<file path="src/rtl/txpar_pkg.sv">
package txpar_pkg;

  typedef enum logic [1:0] {
    PM_OFF    = 2'b00,
    PM_DATA   = 2'b01,
    PM_FULL   = 2'b10,
    PM_FULL_R = 2'b11
  } par_mode_e;

  // Checking is active in every mode except off.
  function automatic logic mode_checks(input logic [1:0] m);
    return m != PM_OFF;
  endfunction

  // Control bits join the parity set in full mode, or in data-only mode
  // once the encoder is bypassed (the character is then a raw 10-bit code).
  function automatic logic mode_covers_ctl(input logic [1:0] m, input logic byp);
    return (m == PM_FULL) || (m == PM_FULL_R) || ((m == PM_DATA) && byp);
  endfunction

endpackage

</file>
<file path="src/rtl/txpar_mode_dec.sv">
module txpar_mode_dec
  import txpar_pkg::*;
(
  input  logic [1:0] par_mode_i,
  input  logic       enc_bypass_i,
  output logic       chk_en_o,
  output logic       inc_ctl_o
);

  always_comb begin
    chk_en_o  = mode_checks(par_mode_i);
    inc_ctl_o = chk_en_o && mode_covers_ctl(par_mode_i, enc_bypass_i);
  end

endmodule

</file>
<file path="src/rtl/txpar_cover.sv">
module txpar_cover #(
  parameter int DW = 8,
  parameter int CW = 2
) (
  input  logic          chk_en_i,
  input  logic          inc_ctl_i,
  input  logic [DW-1:0] data_i,
  input  logic [CW-1:0] ctl_i,
  input  logic          par_i,
  output logic          fail_o
);

  localparam int WW = DW + CW + 1;

  logic [CW-1:0] ctl_masked;
  logic [WW-1:0] word;

  always_comb begin
    ctl_masked = inc_ctl_i ? ctl_i : '0;
    word       = {par_i, ctl_masked, data_i};
    // Odd parity: the XOR of the covered bits must be 1.
    fail_o     = chk_en_i && !(^word);
  end

  // with control bits masked, the result must not depend on them.
  always_comb begin
    if (chk_en_i && !inc_ctl_i)
      a_r3_ctl_masked: assert (fail_o == !(^{par_i, data_i}));
  end

endmodule

</file>
<file path="src/rtl/txpar_stage.sv">
module txpar_stage #(
  parameter int            DW       = 8,
  parameter int            CW       = 2,
  parameter logic [DW+CW-1:0] SVS_CODE = 10'b0011101011
) (
  input  logic             clk,
  input  logic             rst_n,
  input  logic             chk_en_i,
  input  logic             enc_bypass_i,
  input  logic             fail_i,
  input  logic [DW-1:0]    data_i,
  input  logic [CW-1:0]    ctl_i,
  output logic [DW-1:0]    data_o,
  output logic [CW-1:0]    ctl_o,
  output logic             sub_o,
  output logic [DW+CW-1:0] code_o,
  output logic             err_o
);

  localparam int XW = DW + CW;

  logic          sub_nxt;
  logic          byp_sub_nxt;
  logic [XW-1:0] code_nxt;

  always_comb begin
    sub_nxt     = fail_i && !enc_bypass_i;
    byp_sub_nxt = fail_i && enc_bypass_i;
    code_nxt    = byp_sub_nxt ? SVS_CODE : {ctl_i, data_i};
  end

  always_ff @(posedge clk) begin
    if (!rst_n) begin
      data_o <= '0;
      ctl_o  <= '0;
      sub_o  <= 1'b0;
      code_o <= '0;
      err_o  <= 1'b0;
    end else begin
      data_o <= data_i;
      ctl_o  <= ctl_i;
      sub_o  <= sub_nxt;
      code_o <= code_nxt;
      err_o  <= fail_i;
    end
  end

  a_r1_reset_clear: assert property (@(posedge clk)
    !rst_n |=> (!err_o && !sub_o && code_o == '0 && data_o == '0));

  a_r2_off_quiet: assert property (@(posedge clk) disable iff (!rst_n)
    !chk_en_i |=> (!err_o && !sub_o));

  a_r5_sub_needs_err: assert property (@(posedge clk) disable iff (!rst_n)
    sub_o |-> err_o);

  a_r6_byp_code: assert property (@(posedge clk) disable iff (!rst_n)
    (fail_i && enc_bypass_i) |=> (code_o == SVS_CODE && !sub_o && err_o));

  a_r7_pass: assert property (@(posedge clk) disable iff (!rst_n)
    1'b1 |=> (data_o == $past(data_i) && ctl_o == $past(ctl_i)));

endmodule

</file>
<file path="src/rtl/txpar_check.sv">
module txpar_check #(
  parameter int               NCH      = 4,
  parameter int               DW       = 8,
  parameter int               CW       = 2,
  parameter logic [DW+CW-1:0] SVS_CODE = 10'b0011101011
) (
  input  logic                  clk,
  input  logic                  rst_n,
  input  logic [1:0]            par_mode_i,
  input  logic                  enc_bypass_i,
  input  logic [NCH*DW-1:0]     tx_data_i,
  input  logic [NCH*CW-1:0]     tx_ctl_i,
  input  logic [NCH-1:0]        tx_par_i,
  output logic [NCH*DW-1:0]     chk_data_o,
  output logic [NCH*CW-1:0]     chk_ctl_o,
  output logic [NCH-1:0]        sub_c07_o,
  output logic [NCH*(DW+CW)-1:0] byp_code_o,
  output logic [NCH-1:0]        par_err_o
);

  localparam int XW = DW + CW;

  logic chk_en;
  logic inc_ctl;

  txpar_mode_dec u_dec (
    .par_mode_i  (par_mode_i),
    .enc_bypass_i(enc_bypass_i),
    .chk_en_o    (chk_en),
    .inc_ctl_o   (inc_ctl)
  );

  for (genvar k = 0; k < NCH; k++) begin : g_lane
    logic lane_fail;

    txpar_cover #(.DW(DW), .CW(CW)) u_cover (
      .chk_en_i (chk_en),
      .inc_ctl_i(inc_ctl),
      .data_i   (tx_data_i[k*DW +: DW]),
      .ctl_i    (tx_ctl_i[k*CW +: CW]),
      .par_i    (tx_par_i[k]),
      .fail_o   (lane_fail)
    );

    txpar_stage #(.DW(DW), .CW(CW), .SVS_CODE(SVS_CODE)) u_stage (
      .clk         (clk),
      .rst_n       (rst_n),
      .chk_en_i    (chk_en),
      .enc_bypass_i(enc_bypass_i),
      .fail_i      (lane_fail),
      .data_i      (tx_data_i[k*DW +: DW]),
      .ctl_i       (tx_ctl_i[k*CW +: CW]),
      .data_o      (chk_data_o[k*DW +: DW]),
      .ctl_o       (chk_ctl_o[k*CW +: CW]),
      .sub_o       (sub_c07_o[k]),
      .code_o      (byp_code_o[k*XW +: XW]),
      .err_o       (par_err_o[k])
    );
  end

  // a full-coverage mode always takes the control bits into the check.
  always_comb begin
    if (par_mode_i[1])
      a_r4_full_covers_ctl: assert (inc_ctl);
  end

endmodule

</file>
<file path="config.mk">
export PLATFORM = sky130hd
export DESIGN_NAME = txpar_check
export DESIGN_NICKNAME = d
export VERILOG_FILES = /design/src/rtl/txpar_pkg.sv /design/src/rtl/txpar_mode_dec.sv /design/src/rtl/txpar_cover.sv /design/src/rtl/txpar_stage.sv /design/src/rtl/txpar_check.sv
export SDC_FILE = /design/constraint.sdc
export NUM_CORES = 1
export LEC_CHECK = 0
export BUFFER_PORTS_ARGS = -buffer_cell sky130_fd_sc_hd__buf_2
export CORE_UTILIZATION = 42
export CTS_BUF_LIST = sky130_fd_sc_hd__clkbuf_16
export DETAILED_ROUTE_END_ITERATION = 10
export PLACE_DENSITY = 0.8
export SYNTH_ARGS = -nofsm -noshare
export SYNTH_HDL_FRONTEND = slang
export SYNTH_SLANG_ARGS = --single-unit
</file>
<file path="constraint.sdc">
create_clock -name clk -period 4.3 [get_ports clk]
set_input_delay 0.215 -clock clk [delete_from_list [all_inputs] [get_ports clk]]
set_output_delay 0.215 -clock clk [all_outputs]
set_load 0.02 [all_outputs]
</file>
==> impl_metrics.ini <==
[power]
leakagePower_nw = 1.91
p_per_area_mw_per_mm2 = 535
peakVddDrop_mv = 0.273
power.total_mw = 2.06

[worst_setup_path]
cp_data_arrival_time_ps = 1800
critPathTopFamily = buffers and inverters
path_cells = buf_2 > o211ai_1 > buf_4 > o21bai_1
worstPathRequired_ps = 4550
worst_setup_path_start_kind = input pin
criticalPathCategory = in -> reg
worstPathMaxFanout = 42
path_buf_inv = 2
max_stage_delay_ps = 570
end_kind = flip-flop
crit_path_top_delay_cell = o211ai_1

[placement]
place.gp.congestion = 0.807
portBuffers = 136
post-place-ws_ps = 2380
dp_hpwl_um = 4820

[logic_synthesis]
synth.most_common_cell = dfxtp_1
post_synth_most_frequent_cells = dfxtp_1, and2_1, o21bai_1, o21a_1, xnor2_1
synthesis.area_sq_mm = 0.00291
synth.ff_latch_count = 88
synth_top_area_cell = dfxtp_1
avgSynthCellArea_sq_um = 12.6
async_reset_ff_share_pct = 0
synth_enable_flop_cells = 0
synth_top_area_share_pct = 60.6
syn_inst = 231
ys_seq_area_share_pct = 60.6
synth_cell_types = 15
synth_area_leaders = dfxtp_1, xnor3_1, and2_1, o21bai_1, xnor2_1
synth_nets = 280
synth_ff_type = dfxtp_1
ys_warn_count = 0

[clock_network]
cts-buffers-inserted = 9
cts-root-buf = clkbuf_16
cts_max_path_buffers = 2
cts_hold_buf = 0
htree_levels = 3
ctsResizeCount = 0
clkTransAtPathRegs_ps = 60
cts_setup_buffers = 0
cts_num_sinks = 88
cts_tree = built

[floorplan]
dieWidth_um = 85.2
rows = 29
die_area_sq_mm = 0.00726
io_pins = 137
start_util_pct = 44.5
die_h_um = 85.2
core_sq_mm = 0.00653

[drt]
post_drt_wl_per_cell_um = 14.6
drt_wl_total_um = 6460
vias_per_cell = 4.60
dr.first_iter.drc_count = 58
drc = 0
num_vias = 2039
antenna_left = 0
first_pass_iters = 4

[timing]
relSlewSlack_pct = 30.7
fin_crit_ps = 1550
slew_viol_final = 0
worstMarginPinSlew_ps = 1040
hold_ws_ps = 125
hold_viol_final = 0
final-setup-viol-count = 0
worst_slack_ps = 2750
fmax_mhz = 646
rsz0062_at_grt = false
final.period_utilization_pct = 36.0
final.setup.tns_ps = 0

[worst_hold_path]
min_path_cells = 2
hp-class = in -> reg
hold_path_startpoint = tx_data_i[24]
min_to = g_lane[3].u_stage.data_o[0]$_SDFF_PN0_

[global_route]
track_usage_pct = 18.7
grt_pass1_wl_um = 10200
grt_max_degree = 43
grt.overflow.total = 0
antenna_found_initial = 0
grt_pass1_vias = 2112

[outcome]
status = completed

[job]
drv_cap = 0

[final_layout]
nets = 410
drive_above_1_share_pct = 41.3
n_antenna_cell = 0
fin_util_pct = 59.0
area_growth_pct = 32.4
cell usage in the layout, fill, tap and decap left out:
cell type	synthesis	final
o211ai_1	1	1
o21a_1	16	16
dfxtp_1	88	88
a21oi_1	1	1
clkinv_2	0	1
o21bai_1	24	24
clkinvlp_4	0	3
buf_4	8	2
xnor2_1	16	16
nor3_1	4	4
clkinv_1	0	3
and2_1	40	40
buf_2	3	136
clkbuf_16	0	9
xnor3_1	12	12
nor2_1	8	8
o21ai_1	2	2
per-layer routing:
| metal | vias to the layer above | wire length (um) | global-route usage [%] |
|---|---|---|---|
| met4 | 0 | 171 | 10.3 |
| met5 | - | 0 | 0 |
| met2 | 73 | 3260 | 31.8 |
| li1 | 1007 | - | - |
| met1 | 943 | 2690 | 22.0 |
| met3 | 16 | 343 | 3.99 |
logic make-up (layout without fill, tap and decap cells):
logic type                Yosys count  after routing  share of synthesized area [%]
AOI/OAI and AO/OA                  44             44                           11.1
xor gates and xnor gates           28             28                           14.1
buffers and inverters              19            154                           3.87
DFF                                88             88                           60.6
and+or+nand+nor                    52             52                           10.3
layout make-up:
cell class                 count  area (sq um)
tap                           77          96.3
multi-input combinational    124          1030
clock inverter                 7          38.8
fill                         566          2680
sequential                    88          1760
clock buffer                   9           225
timing repair buffer         138           696
sequential cells by signal (all words and copies together) (netlist names):
signal / cells
g_lane.u_stage.data_o: 32
g_lane.u_stage.err_o: 4
g_lane.u_stage.code_o: 40
g_lane.u_stage.sub_o: 4
g_lane.u_stage.ctl_o: 8
power breakdown:
part / total, mW / internal (mW) / switching [mW]
clock: 0.683 / 0.384 / 0.299
sequential: 0.920 / 0.900 / 0.0203
combinational: 0.456 / 0.173 / 0.284
total: 2.06 / 1.46 / 0.603
how the worst max path moves through the flow:
stage | start | end | slack [ps] | cells past startpoint
after floorplan | tx_data_i[24] | g_lane[3].u_stage.code_o[4]$_SDFF_PP0_ | 2670 | 5
after global placement | enc_bypass_i | g_lane[0].u_stage.code_o[8]$_SDFF_PP0_ | 2400 | 5
after detailed placement | enc_bypass_i | g_lane[0].u_stage.code_o[4]$_SDFF_PP0_ | 2380 | 5
after CTS | enc_bypass_i | g_lane[0].u_stage.code_o[4]$_SDFF_PP0_ | 2730 | 5
after global routing | rst_n | g_lane[1].u_stage.code_o[3]$_SDFF_PN0_ | 2590 | 4
final | rst_n | g_lane[0].u_stage.code_o[0]$_SDFF_PN0_ | 2750 | 4
metrics by stage:
step           cell area (sq um)  std cells
2_1_floorplan               2910        231
5_1_grt                     3850        443
4_1_cts                     3850        443
6_report                    3850        443
3_3_place_gp                3590        427
3_5_place_dp                3590        427
(Power assumes the default switching activity.)
